$ cat src/rtl/pio_pkg.sv
package pio_pkg;
  localparam int PIO_W   = 6;
  localparam int PIO_BUS = 8;
  localparam logic [PIO_W-1:0] PIO_OD_MASK  = 6'b010000;
  localparam logic [PIO_W-1:0] PIO_ANA_MASK = 6'b101111;

  typedef enum logic [1:0] {
    UPD_HOLD = 2'd0,
    UPD_FULL = 2'd1,
    UPD_RMW  = 2'd2
  } latch_upd_e;
endpackage

$ cat src/rtl/pio_sync.sv
module pio_sync #(
  parameter int W      = 6,
  parameter int STAGES = 2
) (
  input  logic         clk,
  input  logic         rst_n,
  input  logic [W-1:0] d_async,
  output logic [W-1:0] d_sync
);
  logic [W-1:0] stage_q [STAGES];

  for (genvar s = 0; s < STAGES; s++) begin : g_stage
    always_ff @(posedge clk or negedge rst_n) begin
      if (!rst_n) begin
        stage_q[s] <= '0;
      end else if (s == 0) begin
        stage_q[s] <= d_async;
      end else begin
        stage_q[s] <= stage_q[(s == 0) ? 0 : s-1];
      end
    end
  end

  assign d_sync = stage_q[STAGES-1];
endmodule

$ cat src/rtl/pio_regs.sv
module pio_regs
  import pio_pkg::*;
#(
  parameter int W     = 6,
  parameter int IDX_W = 3
) (
  input  logic             clk,
  input  logic             rst_n,
  input  logic [W-1:0]     wdata,
  input  logic             wr_port,
  input  logic             wr_dir,
  input  logic             bit_set,
  input  logic             bit_clr,
  input  logic [IDX_W-1:0] bit_idx,
  input  logic [W-1:0]     port_view,
  output logic [W-1:0]     latch_q,
  output logic [W-1:0]     dir_q
);
  latch_upd_e   upd;
  logic [W-1:0] sel_mask;
  logic [W-1:0] rmw_val;

  always_comb begin
    sel_mask = '0;
    for (int i = 0; i < W; i++) begin
      if (bit_idx == IDX_W'(i)) sel_mask[i] = 1'b1;
    end
  end

  always_comb begin
    if (bit_set)      rmw_val = port_view | sel_mask;
    else              rmw_val = port_view & ~sel_mask;
  end

  always_comb begin
    if (wr_port)                  upd = UPD_FULL;
    else if (bit_set || bit_clr)  upd = UPD_RMW;
    else                          upd = UPD_HOLD;
  end

  always_ff @(posedge clk or negedge rst_n) begin
    if (!rst_n) begin
      latch_q <= '0;
    end else begin
      case (upd)
        UPD_FULL: latch_q <= wdata;
        UPD_RMW:  latch_q <= rmw_val;
        default:  latch_q <= latch_q;
      endcase
    end
  end

  always_ff @(posedge clk or negedge rst_n) begin
    if (!rst_n)      dir_q <= '1;
    else if (wr_dir) dir_q <= wdata;
  end
endmodule

$ cat src/rtl/pio_drive.sv
module pio_drive #(
  parameter int             W       = 6,
  parameter logic [W-1:0]   OD_MASK = 6'b010000
) (
  input  logic [W-1:0] latch_q,
  input  logic [W-1:0] dir_q,
  output logic [W-1:0] pin_out,
  output logic [W-1:0] pin_oe
);
  for (genvar i = 0; i < W; i++) begin : g_pin
    if (OD_MASK[i]) begin : g_od
      assign pin_out[i] = 1'b0;
      assign pin_oe[i]  = ~dir_q[i] & ~latch_q[i];
    end else begin : g_pp
      assign pin_out[i] = latch_q[i];
      assign pin_oe[i]  = ~dir_q[i];
    end
  end
endmodule

$ cat src/rtl/pio_port.sv
module pio_port
  import pio_pkg::*;
#(
  parameter int               PORT_W   = PIO_W,
  parameter int               BUS_W    = PIO_BUS,
  parameter int               SYNC_N   = 2,
  parameter logic [PORT_W-1:0] OD_MASK  = PIO_OD_MASK,
  parameter logic [PORT_W-1:0] ANA_MASK = PIO_ANA_MASK
) (
  input  logic               clk,
  input  logic               rst_n,
  input  logic [PORT_W-1:0]  bus_wdata,
  input  logic               bus_wr_port,
  input  logic               bus_wr_dir,
  input  logic               bus_bit_set,
  input  logic               bus_bit_clr,
  input  logic [$clog2(BUS_W)-1:0] bus_bit_idx,
  input  logic               bus_rd_sel,
  output logic [BUS_W-1:0]   bus_rdata,
  input  logic [PORT_W-1:0]  ana_sel,
  input  logic [PORT_W-1:0]  pin_in,
  output logic [PORT_W-1:0]  pin_out,
  output logic [PORT_W-1:0]  pin_oe
);
  localparam int IDX_W = $clog2(BUS_W);

  logic [PORT_W-1:0] pins_sync;
  logic [PORT_W-1:0] port_view;
  logic [PORT_W-1:0] latch_q;
  logic [PORT_W-1:0] dir_q;

  pio_sync #(.W(PORT_W), .STAGES(SYNC_N)) u_sync (
    .clk     (clk),
    .rst_n   (rst_n),
    .d_async (pin_in),
    .d_sync  (pins_sync)
  );

  assign port_view = pins_sync & ~(ana_sel & ANA_MASK);

  pio_regs #(.W(PORT_W), .IDX_W(IDX_W)) u_regs (
    .clk       (clk),
    .rst_n     (rst_n),
    .wdata     (bus_wdata),
    .wr_port   (bus_wr_port),
    .wr_dir    (bus_wr_dir),
    .bit_set   (bus_bit_set),
    .bit_clr   (bus_bit_clr),
    .bit_idx   (bus_bit_idx),
    .port_view (port_view),
    .latch_q   (latch_q),
    .dir_q     (dir_q)
  );

  pio_drive #(.W(PORT_W), .OD_MASK(OD_MASK)) u_drive (
    .latch_q (latch_q),
    .dir_q   (dir_q),
    .pin_out (pin_out),
    .pin_oe  (pin_oe)
  );

  always_comb begin
    bus_rdata = '0;
    if (bus_rd_sel) bus_rdata[PORT_W-1:0] = dir_q;
    else            bus_rdata[PORT_W-1:0] = port_view;
  end
endmodule

$ cat config.mk
export PLATFORM = sky130hd
export DESIGN_NAME = pio_port
export DESIGN_NICKNAME = d
export VERILOG_FILES = /design/src/rtl/pio_pkg.sv /design/src/rtl/pio_sync.sv /design/src/rtl/pio_regs.sv /design/src/rtl/pio_drive.sv /design/src/rtl/pio_port.sv
export SDC_FILE = /design/constraint.sdc
export NUM_CORES = 1
export LEC_CHECK = 0
export BUFFER_PORTS_ARGS = -buffer_cell sky130_fd_sc_hd__buf_4
export CORE_UTILIZATION = 40
export CTS_CLUSTER_SIZE = 16
export DETAILED_ROUTE_END_ITERATION = 16
export PLACE_DENSITY = 0.8
export SETUP_SLACK_MARGIN = 0.15
export SYNTH_ARGS = -nofsm -noshare
export SYNTH_HDL_FRONTEND = slang
export SYNTH_HIERARCHICAL = 1
export SYNTH_SLANG_ARGS = --single-unit
$ cat constraint.sdc
create_clock -name clk -period 1.7 [get_ports clk]
set_input_delay 0.085 -clock clk [delete_from_list [all_inputs] [get_ports clk]]
set_output_delay 0.085 -clock clk [all_outputs]
set_load 0.1 [all_outputs]
* Word level (Yosys, flattened, before mapping)
Cells that the tools add are included.
Storage, ports and cells: logic and storage cells 38, flip-flop bits (word level) 24, input bits 28, output and inout bits 20
Operators by class: bitwise operators 13, reduce and logical (&&, ||, !) cells 3, equal/unequal tests 7, multiplexer cells 11
Operator list (count):
- $and 6x6->6 | 2
- $mux 6 | 2
- $not 6->6 | 2
- $pmux 6 s2 | 1
- $not 1->1 | 7
- $eq 3x2->1 const B | 2
- $eq 3x3->1 const B | 2
- $mux 1 | 6
- $or 6x6->6 | 1
- $mux 2 | 2
- $eq 3x1->1 const B | 1
- $logic_not 3->1 | 1
- $eq 2x1->1 const B | 1
- $eq 2x2->1 const B | 1
- $reduce_bool 2->1 | 1
- $and 1x1->1 | 1
- $logic_or 1x1->1 | 1

* Longest topological paths before layout
depth in word-level cells 6, mapped depth 4

* Cells and area by module
Netlist, hierarchy kept.
By module, submodules not included:
- pio_regs | cells each 54, area an instance 616.8 sq um, instances 1
- pio_sync | cells each 18, area an instance 345.3 sq um, instances 1
- pio_port | cells each 15, area an instance 151.4 sq um, instances 1
- pio_drive | cells each 13, area an instance 71.3 sq um, instances 1

* Least setup slack after synthesis
OpenSTA, ideal clock, no wires.
kind reg-to-output, start point reg u_regs.latch_q[4], end point out pin_oe[4], slack -0.009 ns, arrival time 1.624 ns, stages on the path, launching flop included 2, required time 1.615 ns, buffers on the path 0, cells stage by stage dfrtp_1 > nor2_1
Between the ends: word-level cells in the longest chain between the ends 2
Ends and longest elaborated chain:
- from (decl) | RTL line pio_regs.sv:16 | output logic [W-1:0] latch_q,
- from (signal assigned) | RTL line pio_regs.sv:46 | UPD_FULL: latch_q <= wdata;
- from (signal assigned) | RTL line pio_regs.sv:47 | UPD_RMW: latch_q <= rmw_val;
- from (signal assigned) | RTL line pio_regs.sv:48 | default: latch_q <= latch_q;
- $not 1->1 | RTL line pio_drive.sv:13 | assign pin_oe[i] = ~dir_q[i] & ~latch_q[i];
- $and 1x1->1 | RTL line pio_drive.sv:13
- to (decl) | RTL line pio_port.sv:23 | output logic [PORT_W-1:0] pin_oe
Every way passes these cells.

* Worst setup path in the final report
start point reg u_sync.stage_q, in the netlist u_sync/d_sync[0], end point out bus_rdata[0]
Between the ends: word-level cells in the longest chain between the ends 2
Ends and longest elaborated chain:
- from (decl) | RTL line pio_sync.sv:10 | logic [W-1:0] stage_q [STAGES];
- from (signal, indexed assignment) | RTL line pio_sync.sv:17 | stage_q[s] <= d_async;
- from (signal, indexed assignment) | RTL line pio_sync.sv:19 | stage_q[s] <= stage_q[(s == 0) ? 0 : s-1];
- $and 6x6->6 | RTL line pio_port.sv:39 | assign port_view = pins_sync & ~(ana_sel & ANA_MASK);
- net port_view[0] | RTL line pio_port.sv:28 | logic [PORT_W-1:0] port_view;
- $mux 6 | RTL line pio_port.sv:64 | if (bus_rd_sel) bus_rdata[PORT_W-1:0] = dir_q;
- to (decl) | RTL line pio_port.sv:19 | output logic [BUS_W-1:0] bus_rdata,
The timed path passes the listed nets, and every way through them passes these cells.

==> impl_metrics.toml <==
[cts]
postCtsSetupRepairBufs = 0
ctsHoldBuffers = 8
cts_root_buffer = "clkbuf_4"
ctsResizeCount = 0
cts_tree = "yes"
clk_latency_ns = 0.30
cts_max_path_buffers = 2
cts_buffers = 3
clkTransAtPathRegs_ns = 0.12
cts.sinks = 24
h-tree-depth = 1

[die]
fp-row-count = 19
fp.coreArea_mm2 = 0.00278
ios = 48
die-area_mm2 = 0.00318
fp.dieH_um = 56.4
die_w_um = 56.4
initial_core_util_pct = 42.6

[synth]
yosysMostFrequentCell = "dfrtp_1"
async_flop_share_pct = 100
synth_top_area_cell = "dfrtp_1"
netlist_area_mm2 = 0.00118
netlist_top_cells_count = "dfrtp_1 (18), buf_4 (14), inv_1 (10)"
ys_seq_area_share_pct = 51.3
ys_top_cells_by_area = "dfrtp_1 (38%), dfstp_2 (13%), buf_4 (8.9%), mux2_4 (7.6%), mux2_2 (5.7%)"
yosys_warnings = 6
syn_avg_cell_area_um2 = 11.8
synth_edf_count = 0
ys.flop_type = "dfrtp_1"
synth_top_area_share_pct = 38.0
netlist_instances = 100
ys_types = 21
ys_ff_latch = 24

[critical_path]
start_kind = "flop"
critical_path.cell_chain = "nor2b_1 > mux2_4 > buf_4"
cp_max_fo = 2
crit_path_end_kind = "output pin"
critical_path.max_stage_delay_ns = 0.39
crit_required_ns = 1.62
worst-path-buf-inv = 1
reg2reg_from = "u_sync/d_sync[2]"
crit_arrival_ns = 1.34
crit_slowest_cell = "dfrtp_1"
critPathLaunch = "u_sync/d_sync[0]"
critical-path-top-delay-family = "flip-flops"
criticalPathCategory = "flop to output pin"

[layout]
nNetsFinal = 167
final_util_pct = 55.4
drive_gt1_share_pct = 47.8
antennaDiodeCount = 0
syn_to_final_growth_pct = 30.0

[placement]
hpwlAfterDp_um = 1650
io_buffers = 43
place.gp.congestion = 0.768

[drt]
viasPerCell = 5.09
drtIter0Drc = 18
drt-wirelength-per-cell_um = 13.5
vias = 860
ant_nets = 0
first_pass_iters = 4
drt-total-wl_um = 2280
drc = 0

[sta]
final_hold_viol_count = 0
fin_tns_setup_ns = 0
max_freq_ghz = 0.703
period_needed_ns = 1.42
skew_ns = 0.00369
setup-violations-final = 0
whs_ns = 0.0192
finalCritPeriodShare_pct = 83.6
final_max_slew_viol_count = 0
rsz0062_at_grt = "no"

[power]
power.switching_uw = 607
combPwrFrac_pct = 38.6
clkPwrFrac_pct = 18.8
power_leakage_uw = 0.000737
p_int_uw = 918
finalPower_uw = 1520
ir_drop_mv = 0.688
p_seq_share_pct = 42.6
netSwitchingFraction_pct = 39.8
p_per_area_mw_per_mm2 = 990

[global_routing]
grt_max_degree = 25
grt_first_pass_wirelength_um = 3870
grt_pass1_vias = 868
grt_overflow = 0
grt.total_usage_pct = 15.6
antenna_found_initial = 0

[worst_hold_path]
hp-class = "primary input to flop"
worstHoldStart = "bus_wdata[0]"

[flow_run]
maxCapViolCount = 0

[run_status]
outcome = "finished clean"
-- sequential cells by signal, indices dropped and copies added, names as in the netlist --
register / cells
u_regs/dir_q: 6
u_regs/latch_q: 6
u_sync/d_sync: 6
u_sync/stage_q: 6
-- cells in the final DEF (no fill, tap or decap), types with 2 or more instances in the layout --
master / netlist / final
mux2i_1: 5 / 5
conb_1: 2 / 3
a221oi_1: 5 / 5
mux2_2: 6 / 6
dfrtp_1: 18 / 18
nor2b_1: 5 / 5
dlygate4sd3_1: 0 / 8
dfstp_2: 6 / 6
nor4b_1: 2 / 2
inv_1: 10 / 10
buf_4: 14 / 43
clkbuf_4: 0 / 3
nor2_1: 4 / 3
nor4_1: 5 / 5
mux2_4: 6 / 6
nor3b_1: 3 / 3
nand3b_1: 2 / 2
-- through the flow --
stage               cells  setup WS (ns)  area (um^2)
finish                169          0.278         1540
global route          169          0.227         1540
CTS                   169          0.263         1540
detailed placement    157          0.621         1420
global placement      157          0.649         1420
floorplan             101          0.442         1190
-- final timing paths --
path | to | slack [ns] | cells past startpoint
max in group asynchronous | u_regs/dir_q[1] | 1.22 | 2
min in group asynchronous | u_sync/stage_q[9] | 0.19 | 2
setup reg to reg | u_regs/latch_q[2] | 0.70 | 3
setup / recovery | bus_rdata[0] | 0.28 | 3
hold reg to reg | u_sync/d_sync[3] | 0.36 | 0
hold / removal | u_regs/dir_q[0] | 0.02 | 2
-- metal layers --
| metal | vias up | routed length (um) | global-route usage (%) |
|---|---|---|---|
| met5 | - | 0 | 0 |
| met3 | 2 | 121 | 3.00 |
| li1 | 406 | - | - |
| met4 | 0 | 12 | 4.18 |
| met1 | 413 | 1050 | 21.9 |
| met2 | 39 | 1100 | 24.9 |
-- power by group through the flow --
stage,Clock (uW),Sequential [uW],Combinational [uW]
4_1_cts,296,649,591
3_3_place_gp,0,657,570
6_report,286,649,589
3_5_place_dp,0,659,576
2_1_floorplan,0,652,471
5_1_grt,318,656,612
-- cell families after synthesis --
family | Yosys count | synth area share [%]
AOI/OAI and AO/OA | 7 | 4.86
buffers and inverters | 28 | 14.0
DFF | 24 | 51.3
muxes | 17 | 17.5
other | 2 | 0.634
and+or+nand+nor | 22 | 11.6
-- area by class of cell --
cell class / count / area, um^2
sequential: 24 / 608
inverter: 10 / 37.5
tap: 31 / 38.8
clock buffer: 4 / 36.3
fill: 246 / 1240
timing repair buffer: 51 / 403
multi-input combinational: 49 / 417
Power figures use the tool's default switching activity.
